## src/rtl/tlb_xlate_pkg.sv

```systemverilog
package tlb_xlate_pkg;

   typedef enum logic [1:0] {
      XL_IDLE  = 2'd0,
      XL_FETCH = 2'd1,
      XL_RESP  = 2'd2
   } xl_state_e;

   function automatic int idx_width(input int n);
      return (n > 1) ? $clog2(n) : 1;
   endfunction

endpackage

```

## src/rtl/tlb_cam.sv

```systemverilog
module tlb_cam #(
   parameter int ENTRIES = 4,
   parameter int VPN_W   = 8,
   parameter int PFN_W   = 8,
   parameter int ASID_W  = 4,
   parameter int IDX_W   = 2
) (
   input  logic                clk,
   input  logic                rst_n,
   input  logic [VPN_W-1:0]    lk_vpn,
   input  logic [ASID_W-1:0]   lk_asid,
   output logic                lk_hit,
   output logic [PFN_W-1:0]    lk_pfn,
   input  logic                fill_en,
   input  logic [IDX_W-1:0]    fill_idx,
   input  logic [VPN_W-1:0]    fill_vpn,
   input  logic [ASID_W-1:0]   fill_asid,
   input  logic [PFN_W-1:0]    fill_pfn,
   input  logic                inv_en,
   input  logic [ASID_W-1:0]   inv_asid,
   output logic [ENTRIES-1:0]  valid_vec
);

   logic [ENTRIES-1:0] vld_r;
   logic [VPN_W-1:0]   vpn_r  [ENTRIES];
   logic [ASID_W-1:0]  asid_r [ENTRIES];
   logic [PFN_W-1:0]   pfn_r  [ENTRIES];
   logic [ENTRIES-1:0] match;

   // storage: a fill owns its slot; a clear by process drops the others
   always_ff @(posedge clk) begin
      if (!rst_n) begin
         for (int e = 0; e < ENTRIES; e++) begin
            vld_r[e]  <= 1'b0;
            vpn_r[e]  <= '0;
            asid_r[e] <= '0;
            pfn_r[e]  <= '0;
         end
      end else begin
         for (int e = 0; e < ENTRIES; e++) begin
            if (fill_en && (fill_idx == IDX_W'(e))) begin
               vld_r[e]  <= 1'b1;
               vpn_r[e]  <= fill_vpn;
               asid_r[e] <= fill_asid;
               pfn_r[e]  <= fill_pfn;
            end else if (inv_en && (asid_r[e] == inv_asid)) begin
               vld_r[e]  <= 1'b0;
            end
         end
      end
   end

   // parallel compare, one comparator per slot
   genvar g;
   generate
      for (g = 0; g < ENTRIES; g++) begin : g_cmp
         assign match[g] = vld_r[g] && (vpn_r[g] == lk_vpn) && (asid_r[g] == lk_asid);
      end
   endgenerate

   // at most one slot matches, so an OR of masked frames selects it
   always_comb begin
      lk_pfn = '0;
      for (int e = 0; e < ENTRIES; e++) begin
         lk_pfn = lk_pfn | (pfn_r[e] & {PFN_W{match[e]}});
      end
   end

   assign lk_hit    = |match;
   assign valid_vec = vld_r;

endmodule

```

## src/rtl/tlb_victim.sv

```systemverilog
module tlb_victim #(
   parameter int ENTRIES = 4,
   parameter int IDX_W   = 2
) (
   input  logic               clk,
   input  logic               rst_n,
   input  logic [ENTRIES-1:0] valid_vec,
   input  logic               adv,
   output logic [IDX_W-1:0]   victim
);

   localparam bit POW2 = (ENTRIES == (1 << IDX_W));
   localparam logic [IDX_W-1:0] LAST = IDX_W'(ENTRIES - 1);

   logic [IDX_W-1:0] ptr_q;
   logic [IDX_W-1:0] ptr_nx;
   logic [IDX_W-1:0] free_idx;
   logic             all_valid;

   always_comb begin
      free_idx = '0;
      for (int e = ENTRIES - 1; e >= 0; e--) begin
         if (!valid_vec[e]) free_idx = IDX_W'(e);
      end
   end

   assign all_valid = &valid_vec;
   assign victim    = all_valid ? ptr_q : free_idx;

   generate
      if (POW2) begin : g_wrap_free
         assign ptr_nx = ptr_q + 1'b1;
      end else begin : g_wrap_cmp
         assign ptr_nx = (ptr_q == LAST) ? '0 : ptr_q + 1'b1;
      end
   endgenerate

   always_ff @(posedge clk) begin
      if (!rst_n)                 ptr_q <= '0;
      else if (adv && all_valid)  ptr_q <= ptr_nx;
   end

endmodule

```

## src/rtl/tlb_xlate.sv

```systemverilog
module tlb_xlate
   import tlb_xlate_pkg::*;
#(
   parameter int ENTRIES = 4,
   parameter int VPN_W   = 8,
   parameter int PFN_W   = 8,
   parameter int OFF_W   = 6,
   parameter int ASID_W  = 4,
   parameter int MEM_AW  = 16
) (
   input  logic                    clk,
   input  logic                    rst_n,
   input  logic [ASID_W-1:0]       cfg_asid,
   input  logic [MEM_AW-1:0]       cfg_pt_base,
   input  logic [VPN_W:0]          cfg_pt_len,
   input  logic                    inv_en,
   input  logic [ASID_W-1:0]       inv_asid,
   input  logic                    req_valid,
   output logic                    req_ready,
   input  logic [VPN_W+OFF_W-1:0]  req_vaddr,
   output logic                    rsp_valid,
   input  logic                    rsp_ack,
   output logic [PFN_W+OFF_W-1:0]  rsp_paddr,
   output logic                    rsp_fault,
   output logic                    mem_req,
   output logic [MEM_AW-1:0]       mem_addr,
   input  logic                    mem_rvalid,
   input  logic [PFN_W:0]          mem_rdata
);

   localparam int IDX_W = idx_width(ENTRIES);
   localparam int PTE_W = PFN_W + 1;

   generate
      if (ENTRIES < 1)      begin : g_bad_entries $error("ENTRIES must be at least 1"); end
      if (VPN_W > MEM_AW)   begin : g_bad_aw      $error("MEM_AW must cover the page number"); end
      if (OFF_W < 1)        begin : g_bad_off     $error("OFF_W must be at least 1"); end
   endgenerate

   xl_state_e          st_q;
   logic [VPN_W-1:0]   vpn_q;
   logic [OFF_W-1:0]   off_q;
   logic [ASID_W-1:0]  asid_q;

   logic [VPN_W-1:0]   in_vpn;
   logic [OFF_W-1:0]   in_off;
   logic               len_bad;
   logic               lk_hit;
   logic [PFN_W-1:0]   lk_pfn;
   logic [ENTRIES-1:0] valid_vec;
   logic [IDX_W-1:0]   victim;
   logic               pte_present;
   logic [PFN_W-1:0]   pte_pfn;
   logic               fill_en;

   assign in_vpn      = req_vaddr[VPN_W+OFF_W-1:OFF_W];
   assign in_off      = req_vaddr[OFF_W-1:0];
   assign len_bad     = ({1'b0, in_vpn} >= cfg_pt_len);
   assign pte_present = mem_rdata[PTE_W-1];
   assign pte_pfn     = mem_rdata[PFN_W-1:0];
   assign fill_en     = (st_q == XL_FETCH) && mem_rvalid && pte_present;

   tlb_cam #(
      .ENTRIES (ENTRIES),
      .VPN_W   (VPN_W),
      .PFN_W   (PFN_W),
      .ASID_W  (ASID_W),
      .IDX_W   (IDX_W)
   ) u_cam (
      .clk       (clk),
      .rst_n     (rst_n),
      .lk_vpn    (in_vpn),
      .lk_asid   (cfg_asid),
      .lk_hit    (lk_hit),
      .lk_pfn    (lk_pfn),
      .fill_en   (fill_en),
      .fill_idx  (victim),
      .fill_vpn  (vpn_q),
      .fill_asid (asid_q),
      .fill_pfn  (pte_pfn),
      .inv_en    (inv_en),
      .inv_asid  (inv_asid),
      .valid_vec (valid_vec)
   );

   tlb_victim #(
      .ENTRIES (ENTRIES),
      .IDX_W   (IDX_W)
   ) u_victim (
      .clk       (clk),
      .rst_n     (rst_n),
      .valid_vec (valid_vec),
      .adv       (fill_en),
      .victim    (victim)
   );

   always_ff @(posedge clk) begin
      if (!rst_n) begin
         st_q      <= XL_IDLE;
         vpn_q     <= '0;
         off_q     <= '0;
         asid_q    <= '0;
         rsp_paddr <= '0;
         rsp_fault <= 1'b0;
      end else begin
         unique case (st_q)
            XL_IDLE: begin
               if (req_valid) begin
                  vpn_q  <= in_vpn;
                  off_q  <= in_off;
                  asid_q <= cfg_asid;
                  if (len_bad) begin
                     rsp_paddr <= '0;
                     rsp_fault <= 1'b1;
                     st_q      <= XL_RESP;
                  end else if (lk_hit) begin
                     rsp_paddr <= {lk_pfn, in_off};
                     rsp_fault <= 1'b0;
                     st_q      <= XL_RESP;
                  end else begin
                     st_q      <= XL_FETCH;
                  end
               end
            end
            XL_FETCH: begin
               if (mem_rvalid) begin
                  rsp_paddr <= pte_present ? {pte_pfn, off_q} : '0;
                  rsp_fault <= !pte_present;
                  st_q      <= XL_RESP;
               end
            end
            XL_RESP: begin
               if (rsp_ack) st_q <= XL_IDLE;
            end
            default: st_q <= XL_IDLE;
         endcase
      end
   end

   assign req_ready = (st_q == XL_IDLE);
   assign rsp_valid = (st_q == XL_RESP);
   assign mem_req   = (st_q == XL_FETCH);
   assign mem_addr  = cfg_pt_base + MEM_AW'(vpn_q);

endmodule

```

## config.mk

```make
export PLATFORM = sky130hd
export DESIGN_NAME = tlb_xlate
export DESIGN_NICKNAME = d
export VERILOG_FILES = /design/src/rtl/tlb_xlate_pkg.sv /design/src/rtl/tlb_cam.sv /design/src/rtl/tlb_victim.sv /design/src/rtl/tlb_xlate.sv
export SDC_FILE = /design/constraint.sdc
export NUM_CORES = 1
export LEC_CHECK = 0
export BUFFER_PORTS_ARGS = -buffer_cell sky130_fd_sc_hd__buf_2
export CAP_MARGIN = 30
export CORE_UTILIZATION = 55
export CTS_CLUSTER_SIZE = 10
export DETAILED_ROUTE_END_ITERATION = 8
export PLACE_DENSITY = 0.81
export SYNTH_ARGS = -nofsm -noshare
export SYNTH_HDL_FRONTEND = slang
export SYNTH_HIERARCHICAL = 1
export SYNTH_SLANG_ARGS = --single-unit
```

## constraint.sdc

```tcl
create_clock -name clk -period 8.5 [get_ports clk]
set_input_delay 0.425 -clock clk [delete_from_list [all_inputs] [get_ports clk]]
set_output_delay 0.425 -clock clk [all_outputs]
set_load 0.005 [all_outputs]
```

* After elaboration in Yosys (flattened, before gate mapping)
Memories as Yosys holds them, arrays and structs flattened.
Index checks and enable logic that the tools add are counted.
** Word-level totals
- RAM bits :: 80
- Word-level logic and storage cells :: 144
- Output and inout port bits :: 34
- Memories :: 3
- Flip-flop bits (word level) :: 41
** Cells by class
- Eq/ne operators :: 21
- Magnitude comparators :: 1
- Reduce and logical (&&, ||, !) cells :: 32
- Bitwise gates (word level) :: 19
- Add/sub/neg operators :: 2
- Muxes and demuxes :: 55
** Memories
- u_cam.pfn_r :: depth 4, width 8, read ports 4, clocked after Yosys merged registers in 0, write ports 4, line tlb_cam.sv:27 : logic [PFN_W-1:0] pfn_r [ENTRIES];
- u_cam.vpn_r :: depth 4, width 8, read ports 4, clocked after Yosys merged registers in 0, write ports 4, line tlb_cam.sv:25 : logic [VPN_W-1:0] vpn_r [ENTRIES];
- u_cam.asid_r :: depth 4, width 4, read ports 4, clocked after Yosys merged registers in 0, write ports 4, line tlb_cam.sv:26 : logic [ASID_W-1:0] asid_r [ENTRIES];
** Operator list (number)
- two-way mux 14 bit :: 5
- two-way mux 8 bit :: 8
- bitwise AND 8 bit :: 4
- equality test 4 bit :: 8
- equality test 8 bit :: 4
- case mux 14 bit (2 select lines) :: 1
- two-way mux 1 bit :: 25
- bitwise OR 8 bit :: 3
- two-way mux 2 bit :: 10
- logical AND 1 bit :: 19
- adder 16 x 8 -> 16 bit :: 1
- two-way mux 4 bit :: 4
- bitwise OR 1 bit :: 12
- nonzero test 2 bit :: 5
- greater-or-equal comparator 8 x 9 -> 1 bit :: 1
- AND reduction 4 bit :: 2
- equality test 2 bit, second input constant :: 3
- case mux 2 bit (3 select lines) :: 1
- equality test 2 x 1 -> 1 bit, second input constant :: 2
- logical NOT 2 bit :: 2
- inequality test 2 x 1 -> 1 bit, second input constant :: 2
- OR reduction 4 bit :: 1
- inequality test 3 x 1 -> 1 bit, second input constant :: 1
- AND reduction 3 bit :: 1
- other kinds (5) :: 5

* Logic depth before layout (Yosys ltp)
Gate-level depths: netlist (run 1).
- Depth after elaboration :: 11
- Depth in mapped cells :: 10
- Gate-level depth less buffers :: 9

* By module
Netlist (run 1), hierarchy kept.
** Modules (own cells, without submodules)
- tlb_cam :: cells an instance 350, area each 4386.7 µm², instances 1, sequential area each 2482.4 µm²
- tlb_xlate :: cells an instance 302, area each 2306.0 µm², instances 1, sequential area each 700.7 µm²
- tlb_victim :: cells an instance 16, area each 122.6 µm², instances 1, sequential area each 40.0 µm²

* Worst setup path after synthesis (run 1)
No wires, ideal clock.
- Path kind :: input port to flip-flop
- Start :: input port mem_rdata[8]
- End :: memory u_cam.asid_r[0][0] (enable)
- Library setup time :: 0.425 ns
- Setup slack :: 5.408 ns
- Stages :: 6
- Buffers on the path :: 2
- Arrival time :: 2.667 ns
- Data required time :: 8.075 ns
- Cell sequence :: and3b_1 -> clkbuf_1 -> buf_2 -> and2_1 -> nand2b_1 -> o21ai_0
** RTL lines
- start, declared :: line tlb_xlate.sv:28 : input logic [PFN_W:0] mem_rdata
- end, declared :: line tlb_cam.sv:26

* Worst setup path in the final report (run 1)
- Start :: register vpn_q[0]
- End :: output port mem_addr[10]
** On the way
- Word-level cells in the longest chain between the ends :: 1
** RTL lines
- start, declared :: line tlb_xlate.sv:41 : logic [VPN_W-1:0] vpn_q;
- start signal, assigned :: line tlb_xlate.sv:109 : vpn_q <= in_vpn;
- adder 16 x 8 -> 16 bit :: line tlb_xlate.sv:143 : assign mem_addr = cfg_pt_base + MEM_AW'(vpn_q);
- end, declared :: line tlb_xlate.sv:26 : output logic [MEM_AW-1:0] mem_addr,
Every way passes these cells.

==> flow_results.org, run 1 <==
** Synthesis
- Each instance of the synthesized netlist takes up on average slightly above 10 um^2.
- Yosys Warn Count :: 6
- The netlist uses 50 different library cells.
- Area contributors post-synth :: edfxtp_1, dfxtp_1, and2_1
- In the synthesized netlist the async set-or-reset flop fraction comes to 0.
- The cell count after synthesis came out at 668.
- Summed instance area of the synthesized netlist :: 0.006815 mm^2
- After synthesis the netlist holds a flip-flop and latch count of 121.
- EDFF count, synth :: 80
- Top flip-flop cell by instance count after synthesis :: edfxtp_1
- Post-synth top area share :: 0.3525
- Cell taking the most area after synthesis :: edfxtp_1
- Proportion of synthesized chip area in sequential cells :: 0.4729
- Net Count, Synth :: ~750

** Timing
- The hold violation count in the final report is 0.
- Minimum clock period :: 3.205 ns
- Final Max Tran Viols :: 0
- Timing would allow up to 0.3121 GHz.
- Slew Limit Headroom :: 0.4282
- Setup repair after global routing left no endpoint under its margin.
- Worst-margin pin slew :: roughly 0.85 ns
- For the final routed database, the setup TNS stands at 0 ns.
- Setup-failing EPs final :: 0
- Share of the clock period used by the worst path after layout :: 0.3770
- For the final database, setup skew stands at 0.007282 ns.

** Clocking
- Total of hold buffers inserted after clock tree synthesis :: 0
- In this run, post-CTS repair resized a total of 0 instances.
- The clock passes through at most 2 buffers.
- The tree is rooted in a clkbuf_16.
- For the worst-skew pair, the clock arrives at the later sink with an insertion delay of 0.42 ns.
- # clock sinks :: 121
- After clock tree synthesis, the clock-pin slew on the worst setup and hold paths is roughly 0.050 ns.
- TritonCTS clock tree :: done
- Number of H-tree levels :: 4
- Post-CTS Repair Setup Buffers :: 0
- Number of buffers added by the clock tree synthesis step :: 17

** Floorplan
- Standard-cell row count :: 40
- Measured along the y axis, the die boundary spans around 110 um.
- For this configuration, the core starts out at a cell density of 0.5650.
- The die covers ~0.013 mm^2.
- In this run the count of I/O pins placed on the die edge is 96.
- Die width :: 113.3 um
- The core region is 0.01206 mm^2.

** Global routing
- The first global-routing pass estimated 27.79 mm of wire.
- For this run, global-route usage on met3 was measured as 0.05678.
- Summed over all layers, the global routing overflow is 0.
- In the global route stage, overall resource usage came out at 0.2897.
- Number of antenna violations at the first check in global routing :: 0
- Met1 capacity usage during global routing :: 0.3839
- Vias in the first global route :: 5,305
- Busiest grt layer :: met2
- For this run, global-route usage on met2 was measured as 0.4748.
- Entering global routing, the biggest net connects 29 pins.

** Pwr
- The internal portion of the total power is 1.262 mW.
- Overall power consumption after layout is estimated at 1.668 mW.
- Of the total power, the share spent switching nets is 0.2436.
- Of the total power, registers draw 0.408.
- Switch Pwr :: 0.4064 mW
- Power spread over the standard cell area amounts to 206.2 mW/mm^2.
- Leakage :: approximately 3.4 nW
- Of the total power, combinational logic draws 0.128.
- VDD IR-drop max :: 0.1554 mV
- Clock share of power :: 0.463

** Drt
- The pre-antenna-repair detailed-routing pass consisted of 5 iterations.
- The first routing iteration left 443 violations.
- Via/cell ratio :: 5.740
- After detailed routing, the total wire length is 17.65 mm.
- In the final routed layout, each cell accounts on average for 18.60 um.
- In this run the remaining antenna-violating nets after routing total 0.
- DRC violation count after routing :: 0
- Across all layers, the routed design uses ~5,400 vias.

** Outcome
- Run status :: completed

** Setup path
- Critical path launch point type :: register
- Category of the most critical setup path :: reg2out
- The worst setup path is captured at an output port.
- Reg-to-Reg End :: rsp_paddr[3]
- Count of cells along the worst register-to-register path :: 10
- Along the worst path, the maximum fanout reaches 6.
- Crit path DAT :: 2.78 ns
- Data required, critical path :: a little over 8 ns
- Beginning of the worst register-to-register path :: u_cam/asid_r[2][1]
- In this run the register-to-register setup slack is 5.76 ns.

** Finish
- The number of antenna diodes in the final layout is 0.
- Counting the fill cells in the layout gives between 900 and 1,000.
- Final-stage net count :: approximately 850
- Area grow syn2layout :: 18.71%
- Share of the core filled with cells :: 0.6707
- After the flow finishes, the layout carries non-filler instances totaling 949.
- Share of layout cells above drive strength 1 :: 0.2049

** Worst hold path
- HP Start :: req_vaddr[5]
- Counting instances, the worst hold path has a depth of 3.
- Worst hold path class :: in2reg
- Worst Hold End :: off_q[5]

** Place
- During placement, the flow inserted port buffers numbering between 90 and 100.
- The congestion estimate from routability-driven global placement came to 0.8536.
- Post-Place Cells :: 916
- Post-DP HPWL :: about 12 mm

** Run
- Across the run, the number of max-cap violations was 0.
[critical path: stages, from the launching register on]
cell	delay, ns
dfxtp_1	0.42
ha_1	0.23
inv_1	0.06
fa_1	0.41
nor2b_1	0.16
o31a_1	0.19
o221ai_1	0.22
a211oi_1	0.34
xor2_1	0.18
buf_2	0.13
[worst max path at each step]
stage / start / slack, ns / endpoint
after floorplan: mem_rdata[8] / 5.41 / u_cam/asid_r[0][0]
after global placement: cfg_asid[1] / 5.21 / rsp_paddr[3]
after detailed placement: req_vaddr[12] / 5.17 / rsp_paddr[2]
after CTS: vpn_q[0] / 5.29 / mem_addr[10]
after global routing: vpn_q[0] / 5.04 / mem_addr[10]
final: vpn_q[0] / 5.30 / mem_addr[10]
[routing by layer]
metal,share of wire,vias up
met2,0.48,242
li1,-,2584
met3,0.080,32
met1,0.42,2589
met4,0.020,0
met5,0,-
[power groups by stage]
stage | combinational [mW] | sequential, mW | clock, mW
after floorplan | 0.134 | 0.686 | 0
after global placement | 0.204 | 0.690 | 0
after detailed placement | 0.211 | 0.692 | 0
after CTS | 0.213 | 0.680 | 0.777
after global routing | 0.234 | 0.684 | 0.802
final | 0.214 | 0.681 | 0.773
[metrics by stage]
step           hold WS (ns)  setup slack (ns)  instance area (um^2)
4_1_cts              0.2479             5.290                  8083
5_1_grt              0.2546             5.036                  8090
3_5_place_dp         0.4471             5.172                  7457
2_1_floorplan        0.4366             5.408                  6815
6_report             0.2557             5.295                  8090
3_3_place_gp         0.4422             5.214                  7446
[cell type report]
type                    instances  area (um^2)  area share
clock inverters                12        178.9     0.02212
flip-flops and latches        121         3223      0.3984
well taps                     168        210.2     0.02598
multi-input cells             492         3361      0.4154
inverters                      31        116.4     0.01438
repair buffers                105        554.3     0.06851
clock buffers                  20        446.7     0.05521
[Yosys cell counts (5+ instances only)]
cell / number
a211oi_1: 6
a21o_1: 5
a21oi_1: 28
a221oi_1: 5
a221oi_2: 10
a31o_2: 5
and2_1: 87
and3_1: 26
clkbuf_1: 18
dfxtp_1: 41
edfxtp_1: 80
ha_1: 16
inv_1: 31
nand2_1: 90
nand2b_1: 7
nand3_1: 21
nand4_1: 35
nor2_1: 13
nor3_1: 8
nor4_4: 7
o2111ai_1: 9
o21ai_0: 10
xnor2_1: 15
xor2_1: 60
[state kept, by name, summed over array words and instances (netlist names)]
register,cells
u_cam/pfn_r,32
asid_q,4
u_cam/valid_vec,4
u_cam/asid_r,16
vpn_q,8
u_cam/vpn_r,32
rsp_paddr,14
rsp_fault,1
st_q,2
u_victim/ptr_q,2
off_q,6
[cells by family (layout without fill, tap and decap cells)]
kind of cell               count (synthesis)  in the layout  share of synthesized area
AOI/OAI and AO/OA                         93             93                     0.1065
xor gates and xnor gates                  75             75                    0.09638
adders and majority gates                 17             17                    0.03231
buffers and inverters                     55            168                    0.03396
DFF                                      121            121                     0.4729
muxes                                      2              2                   0.003121
and+or+nand+nor                          305            305                     0.2548
[layout by cell type, fill, tap and decap left out, types with 17 or more instances in the layout]
cell type	netlist	routed
inv_1	31	31
xor2_1	60	60
and3_1	26	26
dfxtp_1	41	41
a21oi_1	28	28
and2_1	87	87
nand4_1	35	35
clkbuf_16	0	17
edfxtp_1	80	80
nand3_1	21	21
nand2_1	90	90
buf_2	3	95
Power figures use the tool's default switching activity.
==> inputs of run 2 (changes only) <==
--- a/config.mk
+++ b/config.mk
@@ -5,6 +5,7 @@
 export SDC_FILE = /design/constraint.sdc
 export NUM_CORES = 1
 export LEC_CHECK = 0
+export ABC_AREA = 1
 export BUFFER_PORTS_ARGS = -buffer_cell sky130_fd_sc_hd__buf_2
 export CAP_MARGIN = 30
 export CORE_UTILIZATION = 55
==> constraint.sdc (replaced) <==
create_clock -name clk -period 3 [get_ports clk]
set_input_delay 0.15 -clock clk [delete_from_list [all_inputs] [get_ports clk]]
set_output_delay 0.15 -clock clk [all_outputs]
set_load 0.005 [all_outputs]
==> flow_results.org, run 2 <==
** Drt
- The detail-routed via count per cell was 5.127 (-11%).
- The post-route DRC violation count is 0 (unchanged).
- Met1 routed wirelength after detailed routing :: 7.549 mm (+1.6%)
- Post-detailed-route count of antenna-violating nets :: 0 (unchanged)
- The total detailed-routing wirelength was 17.83 mm (+1.0%).
- Routed wire per std cell :: 14.57 um (-22%)
- Initial DRT Pass Iterations :: 6 (+1)
- The total number of vias was 6,276 (+15%).
- Metal2 WL :: 8.455 mm (about the same)
- The detailed router used layers up to and including met4.
- Number of DRC markers in iteration 0 :: 582 (+31%)
- The detailed route wirelength on metal3 is 1.520 mm (+7.1%).

** Worst hold path
- The path class of the tightest hold or removal check is in2reg.
- HP Start :: cfg_asid[0]
- The hold-critical path depth was 3 (unchanged).
- Worst Hold End :: asid_q[0]

** Setup path
- The worst path arrival time came to 2.39 ns (-0.39 ns).
- Worst-path fanout max :: 4 (-2)
- Critical path origin :: vpn_q[0]
- Category of the most critical setup path :: reg2out
- Slowest cell delay on critical path :: 0.39 ns (-0.03 ns)
- The register-to-register setup slack is 0.74 ns (-5.02 ns).
- Critical path launch point type :: register
- Beginning of the worst register-to-register path :: u_cam/valid_vec[3]
- STA classifies the critical path endpoint as an output port.
- The required time at the worst-slack endpoint is 2.85 ns (-5.23 ns).
- Critical path cell sequence :: ha_1, inv_1, fa_1, o21ai_1, nand3_1, nand2_1, nand4_1, xnor2_1, buf_2
- The worst-case reg-to-reg path depth is 8 (-2).
- Cell at the slowest stage of the critical path :: fa_1
- The endpoint identified for the worst register-to-register timing path is u_cam/asid_r[1][1].

** Finish
- Share of layout cells above drive strength 1 :: 0.1600 (-0.04483)
- The largest registers in the layout are u_cam/pfn_r: 32 flops, u_cam/vpn_r: 32 flops, u_cam/asid_r: 16 flops.
- Compared with the post-synthesis result, the final layout area differs by 18.15%.
- Non-Filler Cell Area, Final :: 0.008154 mm^2 (+0.79%)
- The number of antenna cells inserted came to 0 (unchanged).
- Final-stage net count :: 1,122 (+32%)
- Leading cell type in the layout, fill and taps excluded :: nand2_1
- Leaving out fill and tap cells, the most frequent cells in the layout are nand2_1, nor2_1, inv_1.

** Global routing
- The largest net degree at the start of global routing is 35 (+21%).
- The via count of the first global-routing pass is 5,971 (+13%).
- Total routing usage reported by global routing :: 0.2865 (-0.003124)
- Global-route wire length before repair :: 28.33 mm (+1.9%)
- The initial antenna violation count came to 0 (unchanged).
- The total overflow reported by the global router came to 0 (unchanged).

** Pwr
- Power per unit of standard cell area :: 628.5 mW/mm^2 (+200%)
- The worst supply voltage drop on vdd came to 0.4854 mV (+210%).
- Leakage :: 3.954 nW (+18%)

** Timing
- Setup repair after global routing left no endpoint under its margin.
- The final-report setup violation count came to 0 (unchanged).
- Largest clock skew in the final design :: 0.009842 ns (+0.002561 ns)
- Worst-margin pin slew :: 0.9514 ns (+0.09993 ns)
- Max Fclk :: 0.3931 GHz
- Fin Setup TNS :: 0 ns (unchanged)
- The number of pins with negative max-slew slack in the final report is 0 (unchanged).
- The hold violation count in the final report was 0 (unchanged).
- Share of the clock period used by the worst path after layout :: 0.8479
- For the finished layout, the period the worst path requires is 2.544 ns.
- Slew Limit Headroom :: 0.3642 (-0.06408)

** Clocking
- TritonCTS clock tree :: done
- The number of buffers added by the clock tree synthesis step is 17 (unchanged).
- Number of H-tree levels :: 4 (unchanged)
- Total of hold buffers inserted after clock tree synthesis :: 6 (+6)
- The insertion delay to the later sink of the worst-skew pair came to 0.42 ns (about the same).
- Clock tree synthesis selected as its root buffer the cell clkbuf_16.
- # clock sinks :: 121 (unchanged)
- Post-CTS Repair Setup Buffers :: 0 (unchanged)
- The clock-pin slew reported for the worst setup and hold paths after clock tree synthesis is 0.06 ns (about the same).
- The maximum clock insertion buffer count is 2 (unchanged).
- # resized after CTS :: 0 (unchanged)

** Synthesis
- Top flip-flop cell by instance count after synthesis :: edfxtp_1
- The net count after synthesis came to 1,017 (+36%).
- The arithmetic-cell share of the synthesized area counting full adders, half adders and majority gates was 0.03191 (-0.0004042).
- Summed over all instances, the cell type with the most area after synthesis is edfxtp_1.
- By count the netlist is led by nand2_1, nor2_1, inv_1, edfxtp_1, nand3_1.
- Proportion of synthesized chip area in sequential cells :: 0.4670 (-0.005916)
- The cell count after synthesis came to 938 (+40%).
- The share of synthesized cell area in and, or, nand and nor gates was 0.3182 (+0.06335).
- In the post-synthesis netlist, the biggest area contributors are edfxtp_1, nand2_1, dfxtp_1.
- The average instance area after synthesis came to 7.358 um^2 (-28%).
- The number of synthesis warnings came to 6 (unchanged).
- The share of cell area taken by muxes after synthesis came to 0 (-0.003121).
- Dominant combinational cell family by area after synthesis :: simple AND/OR/NAND/NOR gates
- EDFF count, synth :: 80 (unchanged)
- Number of different library cells in the post-synthesis netlist :: 34 (-32%)
- The proportion of synthesized flip-flops having asynchronous set or reset was 0 (unchanged).
- nand2_1 is the most common cell in the netlist.
- Summed instance area of the synthesized netlist :: 0.006902 mm^2 (+1.3%)
- Number of flip-flops and latches in the synthesized netlist :: 121 (unchanged)
- Synthesized-area fraction occupied by xor and xnor cells :: 0.02284 (-0.07354)
- Synth Area in Compound Gates :: 0.05946 (-0.04702)
- The area fraction of the dominant cell type after synthesis came to 0.3481 (-0.004409).

** Run
- Max Cap Violations :: 0 (unchanged)

** Place
- Number of port buffers :: 95 (unchanged)
- The weighted congestion reported at the end of routability-driven placement was 0.9186 (+7.6%).
- The post-place instance area was 0.007538 mm^2 (+1.1%).
- The detailed placer's ending HPWL is 12.55 mm (+1.6%).

** Floorplan
- The full die area is 0.01300 mm^2 (+1.2%).
- Count of pins on the block boundary :: 96 (unchanged)
- Initial core utilization :: 0.5698 (+0.004793)
- Standard-cell row count :: 40 (unchanged)
- The die extent in x is 114.0 um (+0.62%).
- Die Ht :: 114.0 um (+0.62%)
- The area of the placeable core is 0.01211 mm^2 (+0.41%).

** Outcome
- Run status :: completed
==> run 2: cell count changes in the layout (fill, tap and decap cells not counted), sizes merged, moves of 23 or more <==
cell,delta
nand2,+171
nand4,-30
xor2,-51
and2,-87
nand3,+42
o21ai,+23
inv,+140
and3,-26
nor2,+173
==> run 2: worst max-delay path by stage <==
stage / end / cells after the start
final: mem_addr[12] / 9
after global routing: mem_addr[12] / 9
after CTS: mem_addr[12] / 9
after detailed placement: u_cam/pfn_r[1][3] / 9
after global placement: u_cam/vpn_r[0][4] / 9
after floorplan: u_cam/asid_r[2][0] / 9
==> run 2: cells by family after synthesis <==
kind of cell	after synthesis
and+or+nand+nor	529
AOI/OAI and AO/OA	72
buffers and inverters	181
adders and majority gates	17
DFF	121
xor gates and xnor gates	18
==> run 2: critical path: cells and delay by family (launching register included) <==
kind / cells / cell delay [ns]
buffers and inverters: 2 / 0.19
flip-flops: 1 / 0.37
AO/OA/AOI/OAI: 1 / 0.29
AND/OR/NAND/NOR: 3 / 0.40
adder cells (fa/ha/maj): 2 / 0.59
XOR/XNOR: 1 / 0.14
==> run 2: metal layers <==
layer	vias to the layer above	GRT usage
met4	0	0.1100
met2	294	0.4784
met5	-	0
met3	25	0.05313
li1	3136	-
met1	2821	0.3704
==> run 2: power breakdown <==
| group | internal [mW] | switching, mW | leakage, nW |
|---|---|---|---|
| clock network | 1.09 | 0.836 | 0.280 |
| logic | 0.407 | 0.745 | 2.51 |
| registers | 1.95 | 0.0997 | 1.16 |
==> run 2: cell type report <==
type,count,area [um^2]
fill,1038,3958
sequential,121,3223
multi-input combinational,636,2984
inverter,160,600.6
timing repair buffer,107,580.6
clock buffer,17,425.4
tap,168,210.2
clock inverter,15,130.1
==> run 2: metrics by stage <==
| step | power (mW) | utilization | setup WS (ns) | hold slack [ns] | instances |
|---|---|---|---|---|---|
| after floorplan | 2.819 | - | 1.104 | 0.2708 | 938 |
| after global placement | 3.177 | 0.6224 | 0.8077 | 0.4084 | 1186 |
| after detailed placement | 3.203 | 0.6224 | 0.7315 | 0.4152 | 1186 |
| after CTS | 5.129 | 0.6732 | 0.4725 | 0.03292 | 1224 |
| final | 5.125 | 0.6732 | 0.4562 | 0.04871 | 1224 |
| after global routing | 5.372 | 0.6732 | 0.2872 | 0.07472 | 1224 |
